===== src/rtl/hostport_pkg.sv =====
package hostport_pkg;
  typedef enum logic {PH_EVEN = 1'b0, PH_ODD = 1'b1} phase_t;

  function automatic logic [15:0] first_half(input logic [31:0] w, input logic big);
    first_half = big ? w[31:16] : w[15:0];
  endfunction

  function automatic logic [15:0] second_half(input logic [31:0] w, input logic big);
    second_half = big ? w[15:0] : w[31:16];
  endfunction

  function automatic logic [31:0] join_halves(input logic [15:0] f, input logic [15:0] s,
                                              input logic big);
    join_halves = big ? {f, s} : {s, f};
  endfunction
endpackage


===== src/rtl/hostport_ctrl.sv =====
module hostport_ctrl
  import hostport_pkg::*;
#(
  parameter int CFG_W = 16
) (
  input  logic             clk,
  input  logic             rst_n,
  input  logic             cfg_we,
  input  logic [CFG_W-1:0] cfg_wdata,
  input  logic             cmd_start,
  input  logic             acc_ok,
  output phase_t           phase,
  output logic             big_mode
);
  logic [CFG_W-1:0] cfg_q, cfg_d;
  phase_t           ph_q, ph_d;
  logic             mode_q, mode_d;

  always_comb begin
    cfg_d  = cfg_q;
    ph_d   = ph_q;
    mode_d = mode_q;
    if (cfg_we) cfg_d = cfg_wdata;
    if (cmd_start) begin
      ph_d   = PH_EVEN;
      mode_d = (cfg_q != '0);
    end else if (acc_ok) begin
      ph_d = (ph_q == PH_EVEN) ? PH_ODD : PH_EVEN;
    end
  end

  always_ff @(posedge clk or negedge rst_n) begin
    if (!rst_n) begin
      cfg_q  <= '0;
      ph_q   <= PH_EVEN;
      mode_q <= 1'b0;
    end else begin
      cfg_q  <= cfg_d;
      ph_q   <= ph_d;
      mode_q <= mode_d;
    end
  end

  assign phase    = ph_q;
  assign big_mode = mode_q;
endmodule


===== src/rtl/hostport_rd_path.sv =====
module hostport_rd_path
  import hostport_pkg::*;
#(
  parameter int HW = 16,
  localparam int WW = 2 * HW
) (
  input  logic          clk,
  input  logic          rst_n,
  input  logic          rd_ok,
  input  phase_t        phase,
  input  logic          big_mode,
  input  logic [WW-1:0] in_word,
  output logic [HW-1:0] rdata
);
  logic [HW-1:0] rdata_q, rdata_d;
  logic [HW-1:0] keep_q, keep_d;

  always_comb begin
    rdata_d = rdata_q;
    keep_d  = keep_q;
    if (rd_ok) begin
      if (phase == PH_EVEN) begin
        rdata_d = first_half(in_word, big_mode);
        keep_d  = second_half(in_word, big_mode);
      end else begin
        rdata_d = keep_q;
      end
    end
  end

  always_ff @(posedge clk or negedge rst_n) begin
    if (!rst_n) begin
      rdata_q <= '0;
      keep_q  <= '0;
    end else begin
      rdata_q <= rdata_d;
      keep_q  <= keep_d;
    end
  end

  assign rdata = rdata_q;
endmodule


===== src/rtl/hostport_wr_path.sv =====
module hostport_wr_path
  import hostport_pkg::*;
#(
  parameter int HW = 16,
  localparam int WW = 2 * HW
) (
  input  logic          clk,
  input  logic          rst_n,
  input  logic          wr_ok,
  input  phase_t        phase,
  input  logic          big_mode,
  input  logic [HW-1:0] wdata,
  input  logic          out_ready,
  output logic [WW-1:0] out_word,
  output logic          out_valid
);
  logic [HW-1:0] half_q, half_d;
  logic [WW-1:0] word_q, word_d;
  logic          vld_q, vld_d;

  always_comb begin
    half_d = half_q;
    word_d = word_q;
    vld_d  = vld_q;
    if (vld_q && out_ready) vld_d = 1'b0;
    if (wr_ok) begin
      if (phase == PH_EVEN) begin
        half_d = wdata;
      end else begin
        word_d = join_halves(half_q, wdata, big_mode);
        vld_d  = 1'b1;
      end
    end
  end

  always_ff @(posedge clk or negedge rst_n) begin
    if (!rst_n) begin
      half_q <= '0;
      word_q <= '0;
      vld_q  <= 1'b0;
    end else begin
      half_q <= half_d;
      word_q <= word_d;
      vld_q  <= vld_d;
    end
  end

  assign out_word  = word_q;
  assign out_valid = vld_q;
endmodule


===== src/rtl/hostport_split16.sv =====
module hostport_split16
  import hostport_pkg::*;
#(
  parameter int HW       = 16,
  parameter int CFG_W    = 16,
  parameter int STAT_W   = 8,
  parameter int MODE_BIT = 7,
  localparam int WW      = 2 * HW
) (
  input  logic              clk,
  input  logic              rst_n,
  input  logic              cfg_we,
  input  logic [CFG_W-1:0]  cfg_wdata,
  input  logic              cmd_start,
  input  logic              host_rd,
  input  logic              host_wr,
  input  logic [HW-1:0]     host_wdata,
  output logic [HW-1:0]     host_rdata,
  input  logic [WW-1:0]     in_word,
  input  logic              in_valid,
  output logic              in_ready,
  output logic [WW-1:0]     out_word,
  output logic              out_valid,
  input  logic              out_ready,
  output logic [STAT_W-1:0] status_o
);
  phase_t phase;
  logic   big_mode;
  logic   rd_req, wr_req, rd_ok, wr_ok;

  assign rd_req   = host_rd && !host_wr && !cmd_start;
  assign wr_req   = host_wr && !host_rd && !cmd_start;
  assign in_ready = rd_req && (phase == PH_EVEN);
  assign rd_ok    = rd_req && ((phase == PH_ODD) || in_valid);
  assign wr_ok    = wr_req && ((phase == PH_EVEN) || !out_valid || out_ready);

  hostport_ctrl #(.CFG_W(CFG_W)) u_ctrl (
    .clk       (clk),
    .rst_n     (rst_n),
    .cfg_we    (cfg_we),
    .cfg_wdata (cfg_wdata),
    .cmd_start (cmd_start),
    .acc_ok    (rd_ok || wr_ok),
    .phase     (phase),
    .big_mode  (big_mode)
  );

  hostport_rd_path #(.HW(HW)) u_rd (
    .clk      (clk),
    .rst_n    (rst_n),
    .rd_ok    (rd_ok),
    .phase    (phase),
    .big_mode (big_mode),
    .in_word  (in_word),
    .rdata    (host_rdata)
  );

  hostport_wr_path #(.HW(HW)) u_wr (
    .clk       (clk),
    .rst_n     (rst_n),
    .wr_ok     (wr_ok),
    .phase     (phase),
    .big_mode  (big_mode),
    .wdata     (host_wdata),
    .out_ready (out_ready),
    .out_word  (out_word),
    .out_valid (out_valid)
  );

  always_comb begin
    status_o           = '0;
    status_o[MODE_BIT] = big_mode;
  end
endmodule


===== config.mk =====
export PLATFORM = sky130hd
export DESIGN_NAME = hostport_split16
export DESIGN_NICKNAME = d
export VERILOG_FILES = /design/src/rtl/hostport_pkg.sv /design/src/rtl/hostport_ctrl.sv /design/src/rtl/hostport_rd_path.sv /design/src/rtl/hostport_wr_path.sv /design/src/rtl/hostport_split16.sv
export SDC_FILE = /design/constraint.sdc
export NUM_CORES = 1
export LEC_CHECK = 0
export ABC_AREA = 1
export BUFFER_PORTS_ARGS = -buffer_cell sky130_fd_sc_hd__buf_2
export CORE_MARGIN = 8
export CORE_UTILIZATION = 52
export DETAILED_ROUTE_END_ITERATION = 7
export PLACE_DENSITY_LB_ADDON = 0.08
export SLEW_MARGIN = 15
export SYNTH_ARGS = -nofsm -noshare
export SYNTH_HDL_FRONTEND = slang
export SYNTH_SLANG_ARGS = --single-unit

===== constraint.sdc =====
create_clock -name clk -period 1.6 [get_ports clk]
set_input_delay 0.08 -clock clk [delete_from_list [all_inputs] [get_ports clk]]
set_output_delay 0.08 -clock clk [all_outputs]
set_load 0.05 [all_outputs]

Yosys cells after proc, flatten, opt, wreduce, memory -nomap -nowiden
Index checks and enable logic that the tools add are counted.

Word-level logic and storage cells: 40. Flip-flop bits (word level): 99. Output and inout port bits: 58. Input port bits: 72.

Reduce and logical (&&, ||, !) cells: 21. Multiplexer cells: 10. Bitwise gates (word level): 1.

Operators by type and width (number): $mux W16 (3); $mux W32 (1); $reduce_bool A16 Y1 (1); $logic_and A1 B1 Y1 (8); $mux W1 (6); $reduce_and A2 Y1 (3); $logic_not A1 Y1 (4); $logic_or A1 B1 Y1 (4); $reduce_bool A2 Y1 (1); $not A1 Y1 (1).

Longest topological paths before layout
Word-level depth: 7. Mapped depth: 8. Mapped depth without buffers: 7.

Modules after synthesis
From an unflattened synthesis, not the netlist that was laid out.

Cells, all modules: 687. Area, all modules: 5093.6 µm².

Modules (own cells, without submodules): hostport_wr_path (instances 1, cells each 313, sequential area each 1226.2 µm², area an instance 2323.5 µm²); hostport_rd_path (instances 1, cells each 292, sequential area each 800.8 µm², area an instance 1858.0 µm²); hostport_ctrl (instances 1, cells each 57, sequential area each 450.4 µm², area an instance 780.7 µm²); hostport_split16 (instances 1, cells each 25, sequential area each 0.0 µm², area an instance 131.4 µm²).

Worst setup path after synthesis
OpenSTA, ideal clock, no wires.

Path type: register to output. Start: register u_ctrl.ph_q, in the netlist u_ctrl.phase. End: output in_ready. Path buffers: 2. Setup slack: 0.076 ns. Arrival: 1.444 ns. Cell stages (with the launch flop): 4. Cell sequence: dfrtp_1 -> buf_2 -> buf_1 -> nor2_1.

Word-level cells in the longest chain between the ends: 2.

RTL lines: start: declaration (line hostport_ctrl.sv:16) `phase_t ph_q, ph_d;`; start signal: assignment (line hostport_ctrl.sv:39) `ph_q <= ph_d;`; $not A1 Y1 (no line); $logic_and A1 B1 Y1 (line hostport_split16.sv:33) `assign in_ready = rd_req && (phase == PH_EVEN);`; end: declaration (line hostport_split16.sv:21) `output logic in_ready,`.

No other way between the ends.

Final worst setup path
Ends and elaborated chain as after synthesis.

==> key figures <==
Outcome
  • Status: completed

Setup path
  • WS Path Type: reg -> out
  • CP startpoint kind: register
  • Slowest cell on the critical path: dfrtp_1
  • CP Data Required Time: 1.52 ns
  • Crit path DAT: 1.41 ns
  • Crit path cell chain: buf_4 -> nor2_1 -> buf_2
  • Slowest stage delay, CP: 0.40 ns
  • CP max FO: 21
  • Crit. End Element: output pin

Detailed routing
  • DR iter-0 viols: 160
  • Routed Antenna Nets: 0
  • Vias per inst: 5.002
  • # DRC: 0
  • Wire per inst: 13.61 um
  • DR vias: 4117
  • Total iterations of the first detailed-routing run: 4
  • Routed wire length: 11.20 mm

Clock tree
  • Worst-path clk slew: 0.10 ns
  • CTS Root Cell: clkbuf_8
  • Post_cts resized: 0
  • H-tree depth: 3
  • Post-CTS Setup Repair Bufs: 0
  • Worst-Skew Late Latency: 0.36 ns
  • Hold buffers post-CTS: 19
  • Cts bufs inserted: 9
  • Clock Path Buffers: 2
  • CTS tree: yes
  • Clock Sinks: 99

Global routing
  • Vias in the first global route: 4051
  • Pin count of the biggest net entering global routing: 66
  • Initial antenna violation count: 0
  • First-pass GRT wire length: 19.13 mm
  • GRT Total Usage: 0.1850
  • Grt ovf: 0

Logic synthesis
  • Synth Cell Area: 4654 um^2
  • Post-synth cell types: 19
  • Synth area leaders: dfrtp_1 53%, nand2_1 16%, o21ai_0 12%
  • Avg Inst Size Synth: 8.039 um^2
  • Post-synthesis sequential area ratio: 0.5323
  • Post-synth top area cell: dfrtp_1
  • Post-Synthesis Cells: 579
  • Yosys warnings: 0
  • Top cell type's share of synthesized area: 0.5323
  • Flops & latches, synth: 99

STA
  • RSZ-0062 raised after global routing: false
  • Tcrit/Tclk final: 0.9287
  • Final setup vio count: 0
  • Slew @ Worst Pin: 0.5362 ns
  • Max-slew headroom at the worst pin: 0.6425
  • Post-route minimum period: 1.486 ns
  • Max-slew violations: 0
  • Post-Route Skew: 0.009642 ns
  • Peak Freq: 0.6730 GHz
  • Final Hold Vio Count: 0
  • Setup TNS: 0 ns

Floorplanning
  • Initial core utilization: 0.5337
  • # IOs: 130
  • Row count: 34
  • Die height: 110.6 um
  • Core area: 8721 um^2
  • Die Wd: 110.6 um
  • Die area: 12230 um^2

Finish
  • Nets: 782
  • Non-filler cells, final: 823
  • Fillcell total: 753
  • Area grow syn2layout: 24.03%
  • Antenna diodes: 0
  • Share of post-route cells with drive strength above 1: 0.2350

Placed design
  • Post-DP HPWL: 7.942 mm
  • IO Port Bufs: 122
  • GP Congestion: 0.8157
  • Placed Cells: 788

Power and ir drop
  • Worst VDD drop: 0.6353 mV
  • PwrDens: 1350 nW/um^2
  • P_leak: 3.077 nW

Worst hold path
  • Worst min path class: in -> reg

Job
  • Max cap viols: 0
## stage by stage
step | setup WS (ns) | total power, mW | cell area, um^2 | hold WS, ns | utilization
6_report | 0.1141 | 7.796 | 5773 | 0.01815 | 0.6620
2_1_floorplan | 0.07616 | 5.323 | 4677 | -0.2156 | -
3_5_place_dp | 0.3129 | 6.083 | 5368 | 0.08974 | 0.6155
3_3_place_gp | 0.3576 | 6.030 | 5368 | 0.08993 | 0.6155
4_1_cts | 0.08088 | 7.875 | 5773 | 0.008705 | 0.6620
5_1_grt | 0.03171 | 8.253 | 5773 | 0.02043 | 0.6620
## where the power goes
group	internal (mW)	switching, mW
clock	0.888	0.866
sequential	3.06	0.281
combinational	0.696	2.00
total	4.64	3.15
## critical path: cells and delay by family, from the launching register on
family	cells	cell delay, ns
AND/OR/NAND/NOR	1	0.14
buffers and inverters	2	0.50
flip-flops	1	0.40
## synth_stat cells, drive strengths merged
cell type,number
o21ai,118
inv,62
buf,25
nand2,196
o211ai,16
conb,1
nand3,23
mux2,10
dfrtp,99
nand4,1
clkbuf,17
nor2,11
## layout make-up
cell class | count | area [um^2] | share of cell area
repair buffers | 156 | 953.4 | 0.1651
clock buffers | 10 | 127.6 | 0.02211
flip-flops and latches | 99 | 2479 | 0.4293
inverters | 62 | 235.2 | 0.04075
multi-input cells | 382 | 1755 | 0.3041
clock inverters | 6 | 87.58 | 0.01517
well taps | 108 | 135.1 | 0.02341
## path summary, 6_finish.rpt
kind,start,end,slack [ns],cells after the start
setup / recovery,u_ctrl.phase$_DFFE_PN0P_,in_ready,0.11,3
hold / removal,host_wdata[12],u_wr.half_q[12]$_DFFE_PN0P_,0.02,3
setup reg to reg,u_ctrl.phase$_DFFE_PN0P_,u_wr.out_word[25]$_DFFE_PN0P_,0.30,5
hold reg to reg,u_rd.rdata[10]$_DFFE_PN0P_,u_rd.rdata[10]$_DFFE_PN0P_,0.49,2
max in group asynchronous,rst_n,u_wr.out_word[27]$_DFFE_PN0P_,0.76,3
min in group asynchronous,rst_n,u_wr.out_word[7]$_DFFE_PN0P_,0.22,2
## state kept, by name, summed over array words and instances, names as in the netlist
name and flops:
u_rd.keep_q 16, u_ctrl.big_mode 1, u_wr.out_valid 1, u_ctrl.cfg_q 16, u_rd.rdata 16, u_ctrl.phase 1
u_wr.half_q 16, u_wr.out_word 32
## cell families after synthesis
| kind of cell | Yosys count | share of synthesized area |
|---|---|---|
| flops | 99 | 0.5323 |
| other cells | 1 | 0.0008057 |
| buf+inv | 104 | 0.09651 |
| mux | 10 | 0.02419 |
| compound gates | 134 | 0.1527 |
| simple gates | 231 | 0.1936 |
## placed cells by master, fill, tap and decap left out, drive strengths merged
cell,n
dlygate4sd3,19
nand3,23
nand4,1
clkbuf,10
buf,137
nor2,11
o211ai,16
clkinv,2
mux2,10
nand2,196
inv,64
conb,7
bufinv,2
dfrtp,99
o21ai,118
## layer usage
metal	wire length [um]	vias to the layer above	global-route usage
met5	0	-	0
met4	112	0	0.04955
met3	821	9	0.06331
met2	5271	115	0.2977
met1	4993	1906	0.2314
li1	-	2087	-
Power figures use the tool's default switching activity.
